--- src/rtl/cmd_done_irq_pkg.sv ---
package cmd_done_irq_pkg;
  localparam int STW      = 32;
  localparam int DONE_LSB = 0;
  localparam int ACT_BIT  = 8;
  localparam int ACK_LSB  = 16;
  localparam int EN_LIST  = 31;
  localparam int EN_CMD   = 29;
  localparam int EN_LEVEL = 28;
endpackage

--- src/rtl/cdi_done_ctr.sv ---
module cdi_done_ctr #(
  parameter int CNT_W = 6
) (
  input  logic             clk,
  input  logic             rst,
  input  logic             evt_i,
  output logic [CNT_W-1:0] cnt_next_o,
  output logic [CNT_W-1:0] cnt_o
);
  always_comb cnt_next_o = cnt_o + CNT_W'(evt_i);

  always_ff @(posedge clk) begin
    if (rst) cnt_o <= '0;
    else     cnt_o <= cnt_next_o;
  end

  AST_DONE_HOLD: assert property (@(posedge clk) disable iff (rst)
    !evt_i |=> $stable(cnt_o));
  AST_DONE_MOVES: assert property (@(posedge clk) disable iff (rst)
    evt_i |=> (cnt_o != $past(cnt_o)));
endmodule

--- src/rtl/cdi_ack_reg.sv ---
module cdi_ack_reg #(
  parameter int CNT_W = 6,
  parameter int LSB   = 16,
  parameter int DW    = 32
) (
  input  logic             clk,
  input  logic             rst,
  input  logic             wr_i,
  input  logic [DW-1:0]    wdata_i,
  output logic [CNT_W-1:0] ack_next_o,
  output logic [CNT_W-1:0] ack_o
);
  always_comb ack_next_o = wr_i ? wdata_i[LSB +: CNT_W] : ack_o;

  always_ff @(posedge clk) begin
    if (rst) ack_o <= '0;
    else     ack_o <= ack_next_o;
  end

  AST_ACK_LOAD: assert property (@(posedge clk) disable iff (rst)
    wr_i |=> (ack_o == $past(wdata_i[LSB +: CNT_W])));
  AST_ACK_HOLD: assert property (@(posedge clk) disable iff (rst)
    !wr_i |=> $stable(ack_o));
endmodule

--- src/rtl/cdi_irq_gen.sv ---
module cdi_irq_gen #(
  parameter int CNT_W = 6
) (
  input  logic             clk,
  input  logic             rst,
  input  logic             en_i,
  input  logic             wr_i,
  input  logic [CNT_W-1:0] done_next_i,
  input  logic [CNT_W-1:0] ack_next_i,
  output logic             act_o
);
  logic pend;
  always_comb pend = (done_next_i - ack_next_i) != '0;

  always_ff @(posedge clk) begin
    if (rst)       act_o <= 1'b0;
    else if (wr_i) act_o <= 1'b0;
    else           act_o <= pend & en_i;
  end

  AST_WR_CLEARS: assert property (@(posedge clk) disable iff (rst)
    wr_i |=> !act_o);
  AST_DISABLED_QUIET: assert property (@(posedge clk) disable iff (rst)
    !en_i |=> !act_o);
endmodule

--- src/rtl/cmd_done_irq.sv ---
module cmd_done_irq
  import cmd_done_irq_pkg::*;
#(
  parameter int CNT_W = 6
) (
  input  logic           clk,
  input  logic           rst,
  input  logic           done_evt_i,
  input  logic [STW-1:0] cfg_i,
  input  logic           st_wr_i,
  input  logic [STW-1:0] st_wdata_i,
  output logic [STW-1:0] status_o,
  output logic           irq_o
);
  logic [CNT_W-1:0] done_q, done_d, ack_q, ack_d;
  logic             act_q, irq_en;

  always_comb irq_en = cfg_i[EN_LIST] & cfg_i[EN_CMD] & cfg_i[EN_LEVEL];

  cdi_done_ctr #(.CNT_W(CNT_W)) u_done (
    .clk(clk), .rst(rst), .evt_i(done_evt_i),
    .cnt_next_o(done_d), .cnt_o(done_q));

  cdi_ack_reg #(.CNT_W(CNT_W), .LSB(ACK_LSB), .DW(STW)) u_ack (
    .clk(clk), .rst(rst), .wr_i(st_wr_i), .wdata_i(st_wdata_i),
    .ack_next_o(ack_d), .ack_o(ack_q));

  cdi_irq_gen #(.CNT_W(CNT_W)) u_irq (
    .clk(clk), .rst(rst), .en_i(irq_en), .wr_i(st_wr_i),
    .done_next_i(done_d), .ack_next_i(ack_d), .act_o(act_q));

  always_comb begin
    status_o = '0;
    status_o[DONE_LSB +: CNT_W] = done_q;
    status_o[ACT_BIT]           = act_q;
    status_o[ACK_LSB +: CNT_W]  = ack_q;
    irq_o = act_q;
  end

  AST_EQUAL_NO_IRQ: assert property (@(posedge clk) disable iff (rst)
    (status_o[DONE_LSB +: CNT_W] == status_o[ACK_LSB +: CNT_W]) |-> !irq_o);
  AST_DONE_SURVIVES_WR: assert property (@(posedge clk) disable iff (rst)
    (st_wr_i && !done_evt_i) |=> $stable(status_o[DONE_LSB +: CNT_W]));
endmodule

--- config.mk ---
export PLATFORM = sky130hd
export DESIGN_NAME = cmd_done_irq
export DESIGN_NICKNAME = d
export VERILOG_FILES = /design/src/rtl/cmd_done_irq_pkg.sv /design/src/rtl/cdi_done_ctr.sv /design/src/rtl/cdi_ack_reg.sv /design/src/rtl/cdi_irq_gen.sv /design/src/rtl/cmd_done_irq.sv
export SDC_FILE = /design/constraint.sdc
export NUM_CORES = 1
export LEC_CHECK = 0
export CAP_MARGIN = 20
export CORE_MARGIN = 1
export CORE_UTILIZATION = 60
export DETAILED_ROUTE_END_ITERATION = 6
export DONT_BUFFER_PORTS = 1
export PLACE_DENSITY = 0.87
export SYNTH_ARGS = -nofsm -noshare
export SYNTH_HDL_FRONTEND = slang
export SYNTH_SLANG_ARGS = --single-unit
--- constraint.sdc ---
create_clock -name clk -period 3 [get_ports clk]
set_clock_uncertainty 0.1 [all_clocks]
set_input_delay 0.45 -clock clk [delete_from_list [all_inputs] [get_ports clk]]
set_output_delay 0.45 -clock clk [all_outputs]
set_load 0.005 [all_outputs]
==> summary.md <==
The flow ran to the end, and the final reports show no timing, DRC or antenna violations. Summing all flip-flop and latch instances after layout gives 260 um^2. The global placement routability congestion came out at 0.839. Count of pins over their slew limit: 0. The placed instances occupy a cell area of 813 um^2.

The net switching power of the design was 109 uW; the sum of net half-perimeters after detailed placement was 1190 um. In this run the worst path has a maximum fanout of 3. The tools report the maximum level of the CTS H-tree as 1. The smallest clock period supported by the final layout is computed as 2.48 ns. Of the total power, registers draw 49.9%. Die height: 40.6 um. The root buffer cell was sky130_fd_sc_hd__clkbuf_4.

The share of final-layout standard cells stronger than drive strength 1 works out to 6.19%. In this run the cell area of the synthesized design comes to 892 um^2. The fraction of power consumed by the clock network came out at 28.9%. The run gives 0 as the post-cts sizing count.

After detailed routing, the number of vias per cell comes to 5.43. The number of non-filler instances in the completed layout was 112; the count of warnings emitted by yosys was 0. TritonCTS built the clock tree. The multi-input combinational cells in the finished layout cover a total of 515 um^2. The maximum vdd drop is 273 uV. From synthesis to final layout, the design area changed by -5.75%. Traced cell by cell, the critical path runs through ha_1, ha_1, xor2_1, ha_1, and3b_1, o211ai_1, o2111ai_1, xor2_1, a31oi_1. The die is 40.6 um wide.

The arrival time at the worst endpoint was 2.57 ns. The worst min-delay path class was in2reg. The largest single stage delay on the critical path is 0.33 ns. The number of setup buffers added after CTS was 0. In the final design database the tool counted 173 nets.

Part of the power in combinational logic: 21.1%. The cell count after placement was 108. The count of port buffers added during placement was 0; the remaining antenna violation count after routing was 0. The design draws 374 uW. For the antenna diode count, the log shows 0. The run gives 2120 um as the first-pass GRT wire length.

The number of hold-repair buffers added at the cts stage was 0. The number of top-level design ports is 101, and the average detailed-routed wire length per instance is 13.5 um. The fraction of power spent switching nets is 29.1%, and the via count of the first global-routing pass is 525. The max capacitance violation total is 0, and the mean cell area of the mapped netlist is 9.20 um^2. Global routing consumed, over all layers together, 20.1% of the routing resources.

The remaining global-route overflow is 0, and the core region area is 1350 um^2. Counting flops and latches in the post-synthesis netlist gives 13. Setup total negative slack on the finished layout was measured at 0 ns. The data required time at the worst endpoint came out at 3.09 ns. After clock tree synthesis, the clock-pin slew on the worst setup and hold paths is 0.08 ns.

The first detailed-routing pass ran for 4 iterations. Once the floorplan was initialized, standard cells occupied 66.1% of the core. The most used cell along the critical path was sky130_fd_sc_hd__ha_1. The count of final hold-check violations is 0.

After detailed routing, the total wire length is 1520 um. Kind of end point of the critical path: a flop. The routed layout has 608 vias. Setup repair after global routing left no endpoint under its margin. The clock drives 13 sinks. Initial detailed-routing violation count: 15. TritonCTS created 3 clock buffers. The internal portion of the total power is 265 uW. The die covers 1650 um^2.

For the worst-skew pair, the clock arrives at the later sink with an insertion delay of 0.28 ns. The run gives 0.402 nW as the leakage power figure. The critical path startpoint was u_done.cnt_o[0]$_SDFF_PP0_.

The initial antenna violation count came out at 0. Number of endpoints failing setup at the final stage: 0. The synthesized netlist contains 30 unique library cells. Derived from the worst setup path, the maximum achievable clock frequency is 404 MHz.

Counting every instance in the synthesized netlist gives 97. For this design, the slowest cell found on the critical path is sky130_fd_sc_hd__dfxtp_1. The worst setup path is launched from a flop. Entering global routing, the biggest net connects 14 pins.

The worst register-to-register path begins at u_done.cnt_o[0]$_SDFF_PP0_. The worst-case clock buffer depth was 2; the number of rows in the core area was 13. By startpoint and endpoint, the worst setup path is classified as reg2reg.

The total power density per cell area was 445 nW/um^2. In this run the most critical hold path is launched from rst. The summed area of non-filler cells in the final layout is 841 um^2, and the number of filler cells placed in the layout is 119. The tools report the final standard cell utilization of the core as 62.3%.

In the routed design, unresolved DRC markers number 0. The tools report the sequential cell area fraction in the yosys report as 29.2%. The period utilization was 82.6%.
## worst max-delay path, delay by kind of cell (launching register included)
kind                     cells  cell delay (ns)
flip-flops                   1             0.33
AND/OR/NAND/NOR              1             0.21
adder cells (fa/ha/maj)      3             0.73
AO/OA/AOI/OAI                3             0.54
XOR/XNOR                     2             0.49
## power by group through the flow
| stage | sequential [mW] | combinational [mW] | clock (mW) |
|---|---|---|---|
| after global placement | 0.191 | 0.0734 | 0 |
| after CTS | 0.187 | 0.0776 | 0.110 |
| after global routing | 0.189 | 0.0901 | 0.117 |
| after floorplan | 0.190 | 0.0878 | 0 |
| after detailed placement | 0.191 | 0.0768 | 0 |
| final | 0.187 | 0.0791 | 0.108 |
## layout by cell type (no fill, tap or decap)
| master | n |
|---|---|
| sky130_fd_sc_hd__a21oi_1 | 3 |
| sky130_fd_sc_hd__a311o_1 | 1 |
| sky130_fd_sc_hd__a31oi_1 | 1 |
| sky130_fd_sc_hd__and2_1 | 1 |
| sky130_fd_sc_hd__and3b_1 | 1 |
| sky130_fd_sc_hd__clkbuf_4 | 3 |
| sky130_fd_sc_hd__clkinv_2 | 1 |
| sky130_fd_sc_hd__conb_1 | 19 |
| sky130_fd_sc_hd__dfxtp_1 | 13 |
| sky130_fd_sc_hd__ha_1 | 7 |
| sky130_fd_sc_hd__inv_1 | 5 |
| sky130_fd_sc_hd__mux2_2 | 1 |
| sky130_fd_sc_hd__mux2i_1 | 4 |
| sky130_fd_sc_hd__mux2i_4 | 1 |
| sky130_fd_sc_hd__nand2_1 | 2 |
| sky130_fd_sc_hd__nand3_1 | 3 |
| sky130_fd_sc_hd__nand3b_1 | 1 |
| sky130_fd_sc_hd__nand4_1 | 1 |
| sky130_fd_sc_hd__nor2_1 | 9 |
| sky130_fd_sc_hd__nor2b_1 | 5 |
| sky130_fd_sc_hd__o2111ai_1 | 2 |
| sky130_fd_sc_hd__o211ai_1 | 1 |
| sky130_fd_sc_hd__o21ai_0 | 1 |
| sky130_fd_sc_hd__o21ai_1 | 1 |
| sky130_fd_sc_hd__o311ai_0 | 1 |
| sky130_fd_sc_hd__or2_1 | 1 |
| sky130_fd_sc_hd__xnor2_1 | 4 |
| sky130_fd_sc_hd__xor2_1 | 3 |
| sky130_fd_sc_hd__xor3_1 | 1 |
## layout make-up
type | count | area share [%]
clock buffers | 3 | 2.68
inverters | 5 | 2.23
multi-input cells | 75 | 61.3
flip-flops and latches | 13 | 31.0
well taps | 15 | 2.23
clock inverters | 1 | 0.595
## metal layers
metal,vias to the layer above,track usage (%),part of all wire (%)
met5,-,0,0
met4,0,12.5,2.4
met3,6,6.11,8.7
met2,39,36.1,50
met1,275,19.7,39
li1,288,-,-
## worst paths after layout
kind	end	slack, ns	cells past startpoint
max	u_irq.act_o$_SDFF_PP0_	0.52	9
min reg2reg	u_done.cnt_o[5]$_SDFF_PP0_	0.47	2
max reg2reg	u_irq.act_o$_SDFF_PP0_	0.52	9
min	u_done.cnt_o[0]$_SDFF_PP0_	0.13	1
## stage by stage
stage               setup slack, ns  hold slack, ns
global route                  0.420           0.121
finish                        0.523           0.130
global placement              0.572           0.424
CTS                           0.576           0.127
floorplan                     0.713           0.412
detailed placement            0.479           0.425
## synthesized netlist by cell type
cell / instances / area, um^2
sky130_fd_sc_hd__buf_6: 1 / 11.3
sky130_fd_sc_hd__o311ai_0: 1 / 8.76
sky130_fd_sc_hd__conb_1: 1 / 3.75
sky130_fd_sc_hd__xor3_1: 1 / 23.8
sky130_fd_sc_hd__or2_1: 1 / 6.26
sky130_fd_sc_hd__mux2i_4: 1 / 22.5
sky130_fd_sc_hd__nand3_1: 3 / 15.0
sky130_fd_sc_hd__o211ai_1: 1 / 7.51
sky130_fd_sc_hd__buf_4: 20 / 150
sky130_fd_sc_hd__xor2_1: 3 / 26.3
sky130_fd_sc_hd__mux2_2: 1 / 11.3
sky130_fd_sc_hd__a21oi_1: 3 / 15.0
sky130_fd_sc_hd__mux2i_1: 4 / 40.0
sky130_fd_sc_hd__ha_1: 7 / 87.6
sky130_fd_sc_hd__nor2_1: 9 / 33.8
sky130_fd_sc_hd__o21ai_0: 1 / 5.00
sky130_fd_sc_hd__o21ai_1: 1 / 5.00
sky130_fd_sc_hd__and2_1: 1 / 6.26
sky130_fd_sc_hd__and3b_1: 1 / 8.76
sky130_fd_sc_hd__o2111ai_1: 2 / 17.5
sky130_fd_sc_hd__buf_1: 1 / 3.75
sky130_fd_sc_hd__a31oi_1: 1 / 6.26
sky130_fd_sc_hd__xnor2_1: 4 / 35.0
sky130_fd_sc_hd__nand3b_1: 1 / 7.51
sky130_fd_sc_hd__a311o_1: 1 / 10.0
sky130_fd_sc_hd__nand4_1: 1 / 6.26
sky130_fd_sc_hd__nor2b_1: 5 / 31.3
sky130_fd_sc_hd__inv_1: 5 / 18.8
sky130_fd_sc_hd__dfxtp_1: 13 / 260
sky130_fd_sc_hd__nand2_1: 2 / 7.51
## state kept, by name, indices dropped and copies added (netlist names)
signal / flops
u_done.cnt_o: 6
u_ack.ack_o: 6
u_irq.act_o: 1
## logic make-up (layout without fill, tap and decap cells)
family / after synthesis / in the layout / share of synthesized area (%)
mux: 6 / 6 / 8.27
fa+ha+maj: 7 / 7 / 9.82
compound gates: 11 / 11 / 8.41
flops: 13 / 13 / 29.2
simple gates: 24 / 24 / 13.7
buf+inv: 27 / 9 / 20.6
xor+xnor: 8 / 8 / 9.54
other cells: 1 / 19 / 0.420
No activity file was read; power rests on OpenSTA's default activity.
